### src/rtl/tlb_pkg.sv
// Package: shared widths and the access-kind encoding for the translation buffer.
// Assumes 32-bit virtual and physical addresses with 4 KB pages.
package tlb_pkg;
    localparam int ADDR_W = 32;
    localparam int OFF_W  = 12;
    localparam int PN_W   = ADDR_W - OFF_W;
    localparam int PERM_W = 3;

    // Access kinds; the value doubles as the index of the permission bit.
    typedef enum logic [1:0] {
        ACC_READ  = 2'd0,
        ACC_WRITE = 2'd1,
        ACC_EXEC  = 2'd2,
        ACC_RSVD  = 2'd3
    } acc_kind_t;
endpackage

### src/rtl/tlb_slot.sv
// Module: one translation slot. It holds a valid bit, page tags, the identifier
// and the permissions, and it compares against the lookup and fill keys.
// Assumes the caller asserts wr only when no flush is active in that cycle.
module tlb_slot #(
    parameter int VPN_W  = 20,
    parameter int PPN_W  = 20,
    parameter int ASID_W = 8,
    parameter int PERM_W = 3
) (
    input  logic              clk,
    input  logic              rst_n,
    input  logic              flush_all,
    input  logic              flush_sel,
    input  logic [ASID_W-1:0] flush_asid,
    input  logic              wr,
    input  logic [VPN_W-1:0]  wr_vpn,
    input  logic [ASID_W-1:0] wr_asid,
    input  logic [PPN_W-1:0]  wr_ppn,
    input  logic [PERM_W-1:0] wr_perm,
    input  logic [VPN_W-1:0]  lk_vpn,
    input  logic [ASID_W-1:0] lk_asid,
    output logic              valid_o,
    output logic              lk_match,
    output logic              fill_match,
    output logic [PPN_W-1:0]  ppn_o,
    output logic [PERM_W-1:0] perm_o
);
    logic              valid_q;
    logic [VPN_W-1:0]  vpn_q;
    logic [ASID_W-1:0] asid_q;
    logic [PPN_W-1:0]  ppn_q;
    logic [PERM_W-1:0] perm_q;

    // Valid bit: reset, flush-all, flush by identifier, then set on write.
    always_ff @(posedge clk) begin
        if (!rst_n)                                 valid_q <= 1'b0;
        else if (flush_all)                         valid_q <= 1'b0;
        else if (flush_sel && asid_q == flush_asid) valid_q <= 1'b0;
        else if (wr)                                valid_q <= 1'b1;
    end

    // Payload: captured on every write.
    always_ff @(posedge clk) begin
        if (!rst_n) begin
            vpn_q  <= '0;
            asid_q <= '0;
            ppn_q  <= '0;
            perm_q <= '0;
        end else if (wr) begin
            vpn_q  <= wr_vpn;
            asid_q <= wr_asid;
            ppn_q  <= wr_ppn;
            perm_q <= wr_perm;
        end
    end

    // Key compare for the lookup path and for duplicate detection on fill.
    always_comb begin
        lk_match   = valid_q && vpn_q == lk_vpn && asid_q == lk_asid;
        fill_match = valid_q && vpn_q == wr_vpn && asid_q == wr_asid;
    end

    assign valid_o = valid_q;
    assign ppn_o   = ppn_q;
    assign perm_o  = perm_q;

    // after a flush-all the slot is empty.
    assert_slot_flush_R9: assert property (@(posedge clk) disable iff (!rst_n)
        flush_all |=> !valid_o);
endmodule

### src/rtl/tlb_victim.sv
// Module: chooses the slot to write on a fill. An existing duplicate comes
// first, then the lowest empty slot, then the round-robin pointer.
// Assumes dup_vec has at most one bit set.
module tlb_victim #(
    parameter int ENTRIES = 32,
    localparam int IDX_W  = (ENTRIES > 1) ? $clog2(ENTRIES) : 1
) (
    input  logic               clk,
    input  logic               rst_n,
    input  logic [ENTRIES-1:0] valid_vec,
    input  logic [ENTRIES-1:0] dup_vec,
    input  logic               install,
    output logic [ENTRIES-1:0] sel
);
    logic [IDX_W-1:0]   ptr_q;
    logic [ENTRIES-1:0] empty_vec;
    logic [ENTRIES-1:0] lowest_empty;
    logic               any_dup;
    logic               all_full;
    logic               evict;

    // Select the target slot for this cycle's fill.
    always_comb begin
        empty_vec    = ~valid_vec;
        lowest_empty = empty_vec & (~empty_vec + 1'b1);
        any_dup      = |dup_vec;
        all_full     = &valid_vec;
        evict        = install && !any_dup && all_full;
        if (any_dup)        sel = dup_vec;
        else if (!all_full) sel = lowest_empty;
        else begin
            sel = '0;
            sel[ptr_q] = 1'b1;
        end
    end

    // Round-robin pointer: advances only when a valid slot is evicted.
    always_ff @(posedge clk) begin
        if (!rst_n)
            ptr_q <= '0;
        else if (evict)
            ptr_q <= (ptr_q == IDX_W'(ENTRIES - 1)) ? '0 : ptr_q + 1'b1;
    end

    // the pointer holds unless a full buffer evicts a slot.
    assert_ptr_hold_R6: assert property (@(posedge clk) disable iff (!rst_n)
        !evict |=> $stable(ptr_q));
    // the pointer always names an existing slot.
    assert_ptr_range_R7: assert property (@(posedge clk) disable iff (!rst_n)
        ptr_q <= IDX_W'(ENTRIES - 1));
    // exactly one target slot is chosen.
    assert_sel_onehot_R8: assert property (@(posedge clk) disable iff (!rst_n)
        $onehot(sel));
endmodule

### src/rtl/tlb_fa.sv
// Module: top of the fully associative translation buffer. Lookups are
// combinational; fills and flushes take effect at the next clock edge.
// Assumes at most one slot matches a key (kept true by in-place rewrite).
module tlb_fa #(
    parameter int ENTRIES = 32,
    parameter int ASID_W  = 8
) (
    input  logic                       clk,
    input  logic                       rst_n,
    input  logic                       lk_valid,
    input  logic [tlb_pkg::ADDR_W-1:0] lk_vaddr,
    input  logic [ASID_W-1:0]          lk_asid,
    input  logic [1:0]                 lk_acc,
    output logic                       lk_hit,
    output logic                       lk_miss,
    output logic                       lk_fault,
    output logic [tlb_pkg::ADDR_W-1:0] lk_paddr,
    input  logic                       fill_en,
    input  logic [tlb_pkg::PN_W-1:0]   fill_vpn,
    input  logic [ASID_W-1:0]          fill_asid,
    input  logic [tlb_pkg::PN_W-1:0]   fill_ppn,
    input  logic [tlb_pkg::PERM_W-1:0] fill_perm,
    input  logic                       flush_all,
    input  logic                       flush_asid_en,
    input  logic [ASID_W-1:0]          flush_asid
);
    import tlb_pkg::*;

    logic [ENTRIES-1:0] valid_vec;
    logic [ENTRIES-1:0] match_vec;
    logic [ENTRIES-1:0] dup_vec;
    logic [ENTRIES-1:0] sel_vec;
    logic [PN_W-1:0]    ppn_arr  [ENTRIES];
    logic [PERM_W-1:0]  perm_arr [ENTRIES];
    logic               install;
    logic               any_match;
    logic [PN_W-1:0]    hit_ppn;
    logic [PERM_W-1:0]  hit_perm;
    logic               permitted;

    // A fill is dropped whenever any flush is requested in the same cycle.
    assign install = fill_en && !flush_all && !flush_asid_en;

    for (genvar i = 0; i < ENTRIES; i++) begin : g_slot
        tlb_slot #(
            .VPN_W (PN_W),
            .PPN_W (PN_W),
            .ASID_W(ASID_W),
            .PERM_W(PERM_W)
        ) u_slot (
            .clk       (clk),
            .rst_n     (rst_n),
            .flush_all (flush_all),
            .flush_sel (flush_asid_en),
            .flush_asid(flush_asid),
            .wr        (install && sel_vec[i]),
            .wr_vpn    (fill_vpn),
            .wr_asid   (fill_asid),
            .wr_ppn    (fill_ppn),
            .wr_perm   (fill_perm),
            .lk_vpn    (lk_vaddr[ADDR_W-1:OFF_W]),
            .lk_asid   (lk_asid),
            .valid_o   (valid_vec[i]),
            .lk_match  (match_vec[i]),
            .fill_match(dup_vec[i]),
            .ppn_o     (ppn_arr[i]),
            .perm_o    (perm_arr[i])
        );
    end

    tlb_victim #(.ENTRIES(ENTRIES)) u_victim (
        .clk      (clk),
        .rst_n    (rst_n),
        .valid_vec(valid_vec),
        .dup_vec  (dup_vec),
        .install  (install),
        .sel      (sel_vec)
    );

    // OR-merge the payload of the single matching slot.
    always_comb begin
        hit_ppn  = '0;
        hit_perm = '0;
        for (int i = 0; i < ENTRIES; i++) begin
            hit_ppn  = hit_ppn  | (match_vec[i] ? ppn_arr[i]  : '0);
            hit_perm = hit_perm | (match_vec[i] ? perm_arr[i] : '0);
        end
        any_match = |match_vec;
    end

    // Permission check: the access code indexes the permission field.
    always_comb begin
        unique case (acc_kind_t'(lk_acc))
            ACC_READ:  permitted = hit_perm[0];
            ACC_WRITE: permitted = hit_perm[1];
            ACC_EXEC:  permitted = hit_perm[2];
            default:   permitted = 1'b0;
        endcase
    end

    // Outcome and address formation.
    always_comb begin
        lk_hit   = lk_valid && any_match && permitted;
        lk_fault = lk_valid && any_match && !permitted;
        lk_miss  = lk_valid && !any_match;
        lk_paddr = lk_hit ? {hit_ppn, lk_vaddr[OFF_W-1:0]} : '0;
    end

    // the page offset passes through unchanged on a hit.
    assert_offset_pass_R2: assert property (@(posedge clk) disable iff (!rst_n)
        lk_hit |-> lk_paddr[OFF_W-1:0] == lk_vaddr[OFF_W-1:0]);
    // exactly one outcome per request, none without a request.
    assert_one_outcome_R5: assert property (@(posedge clk) disable iff (!rst_n)
        $countones({lk_hit, lk_miss, lk_fault}) == (lk_valid ? 1 : 0));
    // no two slots ever hold the same key.
    assert_unique_key_R8: assert property (@(posedge clk) disable iff (!rst_n)
        $onehot0(match_vec));
    // a flush-all leaves the buffer empty.
    assert_flush_empty_R9: assert property (@(posedge clk) disable iff (!rst_n)
        flush_all |=> valid_vec == '0);
    // an accepted fill leaves a valid slot holding its key.
    assert_fill_lands_R11: assert property (@(posedge clk) disable iff (!rst_n)
        install |=> |valid_vec);
endmodule

### config.mk
export PLATFORM = sky130hd
export DESIGN_NAME = tlb_fa
export DESIGN_NICKNAME = d
export VERILOG_FILES = /design/src/rtl/tlb_pkg.sv /design/src/rtl/tlb_slot.sv /design/src/rtl/tlb_victim.sv /design/src/rtl/tlb_fa.sv
export SDC_FILE = /design/constraint.sdc
export NUM_CORES = 2
export LEC_CHECK = 0
export BUFFER_PORTS_ARGS = -buffer_cell sky130_fd_sc_hd__buf_4
export CORE_ASPECT_RATIO = 1.25
export CORE_MARGIN = 2
export CORE_UTILIZATION = 50
export CTS_BUF_LIST = sky130_fd_sc_hd__clkbuf_16
export CTS_CLUSTER_DIAMETER = 40
export DETAILED_ROUTE_END_ITERATION = 6
export PLACE_DENSITY_LB_ADDON = 0.25
export REMOVE_ABC_BUFFERS = 1
export SLEW_MARGIN = 10
export SYNTH_ARGS = -nofsm -noshare
export SYNTH_HDL_FRONTEND = slang
export SYNTH_SLANG_ARGS = --single-unit
### constraint.sdc
create_clock -name clk -period 5.6 [get_ports clk]
set_input_delay 1.12 -clock clk [delete_from_list [all_inputs] [get_ports clk]]
set_output_delay 1.12 -clock clk [all_outputs]
set_load 0.01 [all_outputs]
* Word-level counts from Yosys, hierarchy flattened *
Cells that the tools add are included.

storage, ports and cells
  bits in registers = 1,669
  input bits = 107
  output and inout bits = 35
  word-level logic and storage cells = 707

operators by class
  add/subtract/negate cells = 2
  magnitude comparators = 2
  equal/unequal tests = 163
  mux-type cells = 71
  bitwise gates (word level) = 66
  reductions and logical operators = 242

operators with widths
  operator               number
  $eq 20x20->1           64
  $eq 8x8->1             96
  $mux 20                32
  $or 20x20->20          31
  $logic_and 1x1->1      201
  $mux 3                 32
  $mux 32                3
  $reduce_or 3->1        32
  $or 3x3->3             31
  $not 32->32            2
  $reduce_or 32->1       2
  $add 32x1->32 const B  1
  $and 32x32->32         1
  $reduce_and 32->1      1
  $lt 5x6->1 const B     1
  $add 5x1->5 const B    1
  $demux 1 s5            1
  $eq 5x5->1 const B     1
  $ge 5x1->1 const B     1
  $logic_not 1->1        5
  $mux 5                 1
  $pmux 1 s3             1
  $eq 2x1->1 const B     1
  $eq 2x2->1 const B     1
  other kinds (3)        3

* Logic depth before layout (Yosys ltp) *
  depth after elaboration = 38
  gate-level depth with buffers = 16
  depth with buffers taken out = 9

* By module *
From an unflattened synthesis, not the netlist that was laid out.

unflattened totals
  cells, all modules = 8,967
  area total of the unflattened synthesis = 90,157.7 um^2

modules (own cells, without submodules)
  module      times used  cells an instance  area an instance (um^2)  seq. area each (um^2)
  tlb_slot    32          254                2,642.5                  1,041.0
  tlb_fa      1           649                4,304.1                  0.0
  tlb_victim  1           190                1,292.5                  100.1

* Least setup slack after synthesis *
No wires, ideal clock.

  kind = in2out
  start point = in lk_vaddr[27] (netlist name)
  end point = out lk_paddr[14] (netlist name)
  arrival time = 3.585 ns
  data required time = 4.480 ns
  setup slack = 0.895 ns
  stages on the path = 13
  buffers on the path = 4
  cells stage by stage = clkbuf_1 buf_4 buf_4 xnor2_1 nand4_1 nor4_1 and2_0 a22oi_1 and4_1 nand3_1 o211ai_1 buf_2 nor3_1

between the ends
  word-level cells in the longest chain between the ends = 38
  elaborated cells on any way between the ends = 227
  those cells by class = eq/ne: 32; mux: 66; bitwise: 62; reduce/logical: 67

ends and longest elaborated chain
  item                            RTL line        RTL
  start: declaration              tlb_fa.sv:11    input logic [tlb_pkg::ADDR_W-1:0] lk_vaddr,
  $eq 20x20->1                    tlb_slot.sv:59  lk_match = valid_q && vpn_q == lk_vpn && asid_q == lk_asid;
  $logic_and 1x1->1 (2 in a row)  tlb_slot.sv:59
  $mux 3                          tlb_fa.sv:86    hit_perm = hit_perm | (match_vec[i] ? perm_arr[i] : '0);
  $or 3x3->3 (31 in a row)        tlb_fa.sv:86
  $pmux 1 s3                      tlb_fa.sv:93    unique case (acc_kind_t'(lk_acc))
  $logic_and 1x1->1               tlb_fa.sv:103   lk_hit = lk_valid && any_match && permitted;
  $mux 32 (*)                     tlb_fa.sv:106   lk_paddr = lk_hit ? {hit_ppn, lk_vaddr[OFF_W-1:0]} : '0;
  end: declaration                tlb_fa.sv:17    output logic [tlb_pkg::ADDR_W-1:0] lk_paddr,

Mark *: on every way between the ends. The rest lies on a longest branch, timed or not.

* Worst setup path in the final report *
  start point = in lk_vaddr[17] (netlist name)
  end point = out lk_paddr[26] (netlist name)

The elaborated chain is that of the path after synthesis.

==> results.txt <==
----------------------------------------------------
[Synthesis]
  Share of the synthesized area in compound gates (AO/OA/AOI/OAI) ... 0.0427
  Ys flop type ... sky130_fd_sc_hd__dfxtp_1
  Unique cell type count in the Yosys netlist ... 79
  Simple-gate area share of the yosys netlist ... 0.160
  Number of warning messages in the yosys log ... 0
  Combinational family with the most area after synthesis ... XOR/XNOR gates
  Async set-or-reset flop fraction in the synthesized netlist ... 0
  Syn_area_per_cell ... 9.32 um^2
  Area share of fa/ha/maj cells after synthesis ... 0.000675
  Post-synthesis mux area share ... 0.176
  Post-Syn Area ... 0.0926 mm^2
  Sequential share of the synthesized area ... 0.361
  EDFF count, synth ... 0
  Flip-flop and latch count after synthesis ... 1669
  Xor/xnor share of the synthesized area ... 0.193
  Gate Count Post-Synth ... 9940

[Die]
  Initial Util ... 0.503
  Die width ... 389 um
  Row cnt ... 176
  Y dimension of the die ... 485 um
  Top-level I/O count ... 142
  Core region area ... 0.184 mm^2
  Die ar. ... 0.189 mm^2

[Global routing]
  Met3 GRT Util ... 0.111
  Met2 track utilization from global routing ... 0.729
  Global-route wire length before repair ... 635000 um
  Number of global-route vias before repair ... 80800
  GRT Overall Usage ... 0.476
  GR Layer Usage met1 ... 0.570
  Maximum number of pins on one net before global-route repair ... 206
  GR peak layer ... met2
  Total congestion overflow ... 0
  Antenna violations before repair ... 16

[Clocking]
  Clock tree from TritonCTS ... yes
  Number of H-tree branching levels ... 4
  Sinks on Clock Net ... 1669
  TritonCTS buffer count ... 229
  Post-cts hold buffer count ... 0
  CTS clock-pin slew for the worst setup and hold paths ... 0.05 ns
  Source-to-sink clock delay at the later pin of the worst-skew pair ... 0.93 ns
  Number of buffers on the longest clock path ... 3
  Buffer type at the clock tree root ... sky130_fd_sc_hd__clkbuf_16

[Critical path]
  Critical path capture point type ... primary output
  Worst reg2reg path endpoint ... g_slot[2].u_slot.ppn_o[16]
  Launching point of the worst reg2reg path ... g_slot[31].u_slot.asid_q[5]
  Critical path arrival ... 4.58 ns
  Worst setup startpoint ... lk_vaddr[17]
  Crit Path Max Fanout ... 17
  Reg2Reg Setup Slack ... 1.82 ns
  Startpoint class of the critical path ... primary input
  Setup CP Type ... primary input to primary output
  Critical path required time ... 4.48 ns
  Worst reg2reg path depth ... 11

[STA]
  Setup TNS ... -1.46 ns
  Final period demand of the worst path ... 5.70 ns
  Worst setup skew after layout ... 0.0733 ns
  Final worst setup slack ... -0.101 ns
  FMAX ... 0.175 GHz
  Setup violations, final ... 32
  Post-route fraction of the period consumed by the critical path ... 1.02
  Max-slew violations ... 0
  Actual slew at the worst max-slew pin ... 1.30 ns
  Final Hold Viols ... 0
  Tightest slew margin relative to the limit ... 0.129

[Route]
  Final routed DRC violation total ... 6
  Ratio of routed vias to standard cells ... 6.49
  Post-DR wirelength/cell ... 36.4 um
  Iteration-0 DRC count of the detailed router ... 10200
  Detailed-route via count ... 82900
  First-pass DRT Iterations ... 7
  Detailed-route wire length ... 464000 um
  Post-detailed-route count of antenna-violating nets ... 0

[Hold path]
  Start point of the worst hold path ... g_slot[5].u_slot.perm_o[0]
  Count of cells along the worst hold path ... 2
  Hold crit path type ... flop to flop
  Hold Path End ... g_slot[5].u_slot.perm_o[0]

[Layout]
  Count of fill cells added during filler insertion ... 16100
  Post-Route Utilization ... 0.589
  Number of nets in the layout ... 10300
  Area added between synthesis and finish ... 17.0%
  Most frequent cells in the layout ... sky130_fd_sc_hd__xnor2_1, sky130_fd_sc_hd__dfxtp_1, sky130_fd_sc_hd__mux2i_1, sky130_fd_sc_hd__nand2_1, sky130_fd_sc_hd__buf_4
  Commonest non-fill, non-tap cell in the layout ... sky130_fd_sc_hd__xnor2_1
  Layout Cells excl Fill ... 12800
  Cell area after layout ... 0.108 mm^2
  Fraction of final layout cells sized beyond drive strength 1 ... 0.137

[Place]
  Cell count after placement ... 12300
  Estimated wirelength of the detail-placed design ... 319000 um
  Count of input and output buffers ... 141
  Global placement routability congestion ... 1.04
  Post-DP Area ... 0.100 mm^2

[Pwr]
  Power density over the cells ... 276 mW/mm^2
  Leakage power ... 40.0 nW
  Total power after layout ... 30.0 mW
  Worst vdd ir ... 0.319 mV

[Job]
  Reported max-cap violation count ... 0

[Outcome]
  Failing checks ... design-rule violations, negative setup slack
  Status ... complete, but fails checks

----------------------------------------------------
## sequential cells by signal (all words and copies together) (netlist names)
name and cells:
g_slot.u_slot.asid_q 256, g_slot.u_slot.valid_o 32, g_slot.u_slot.ppn_o 640, u_victim.ptr_q 5, g_slot.u_slot.vpn_q 640, g_slot.u_slot.perm_o 96
## cell families (layout without fill, tap and decap cells)
| kind of cell | after synthesis | count (layout) |
|---|---|---|
| and+or+nand+nor | 3168 | 3168 |
| xor gates and xnor gates | 2043 | 2043 |
| DFF | 1669 | 1669 |
| muxes | 1631 | 1631 |
| buffers and inverters | 946 | 1360 |
| AOI/OAI and AO/OA | 478 | 478 |
| adders and majority gates | 5 | 5 |
| other | 0 | 6 |
## metrics by stage
step	setup WS (ns)	hold slack, ns
6_report	-0.101	0.457
3_3_place_gp	-0.995	0.442
5_1_grt	-0.0335	0.468
2_1_floorplan	-3.39	0.433
3_5_place_dp	-0.645	0.446
4_1_cts	0.00321	0.457
## Yosys cell counts (141+ instances only)
master	count	area share
sky130_fd_sc_hd__xnor2_1	1690	0.16
sky130_fd_sc_hd__dfxtp_1	1669	0.36
sky130_fd_sc_hd__mux2i_1	1631	0.18
sky130_fd_sc_hd__nand2_1	1417	0.057
sky130_fd_sc_hd__nand4_1	579	0.039
sky130_fd_sc_hd__nor2_1	505	0.020
sky130_fd_sc_hd__clkbuf_1	366	0.015
sky130_fd_sc_hd__xor2_1	350	0.033
sky130_fd_sc_hd__nor4_1	237	0.016
sky130_fd_sc_hd__nand3_1	212	0.011
sky130_fd_sc_hd__buf_2	200	0.011
sky130_fd_sc_hd__buf_6	141	0.017
## where the power goes
part | switching (mW) | total, mW | leakage [nW] | internal (mW)
Sequential | 0.0154 | 11.9 | 13.4 | 11.9
Combinational | 2.13 | 2.98 | 22.6 | 0.853
Clock | 6.37 | 15.1 | 3.88 | 8.70
Total | 8.51 | 30.0 | 40.0 | 21.4
## worst max path at each step
| stage | to |
|---|---|
| after floorplan | g_slot[27].u_slot.asid_q[0] |
| after global placement | lk_paddr[16] |
| after detailed placement | lk_paddr[12] |
| after CTS | lk_paddr[12] |
| after global routing | lk_paddr[25] |
| final | lk_paddr[26] |
## repair_timing
action | in CTS | in global routing
gates cloned | 0 | 1
pin swaps | 6 | 6
buffers inserted | 4 | 4
hold endpoints to repair | 0 | 0
resized for setup | 33 | 26
setup endpoints to repair | 35 | 34
## layout make-up
cell class / count / area [um^2] / area share
inverters: 49 / 191 / 0.00177
diodes: 6 / 15.0 / 0.000139
well taps: 2403 / 3010 / 0.0277
flip-flops and latches: 1669 / 33400 / 0.308
repair buffers: 878 / 9830 / 0.0907
clock inverters: 201 / 2090 / 0.0193
multi-input cells: 7325 / 54000 / 0.498
clock buffers: 232 / 5810 / 0.0536
## critical path, stage by stage
cell	delay [ns]
sky130_fd_sc_hd__buf_4	0.31
sky130_fd_sc_hd__buf_12	0.26
sky130_fd_sc_hd__xnor2_1	0.16
sky130_fd_sc_hd__nand4_1	0.12
sky130_fd_sc_hd__nor4_1	0.67
sky130_fd_sc_hd__buf_4	0.23
sky130_fd_sc_hd__nand3_1	0.15
sky130_fd_sc_hd__nand4_1	0.29
sky130_fd_sc_hd__nor4_1	0.12
sky130_fd_sc_hd__a32oi_1	0.21
sky130_fd_sc_hd__o211ai_1	0.11
sky130_fd_sc_hd__buf_4	0.19
sky130_fd_sc_hd__clkbuf_16	0.19
sky130_fd_sc_hd__nor3_1	0.21
sky130_fd_sc_hd__buf_4	0.16
## per-layer routing
layer,wire (um),part of all wire,vias up
met3,49300,0.11,1919
met5,100,0.00022,-
li1,-,-,34700
met1,169000,0.36,40600
met2,200000,0.43,5668
met4,45700,0.098,16
Note: power is estimated with default switching activity, not from simulation.
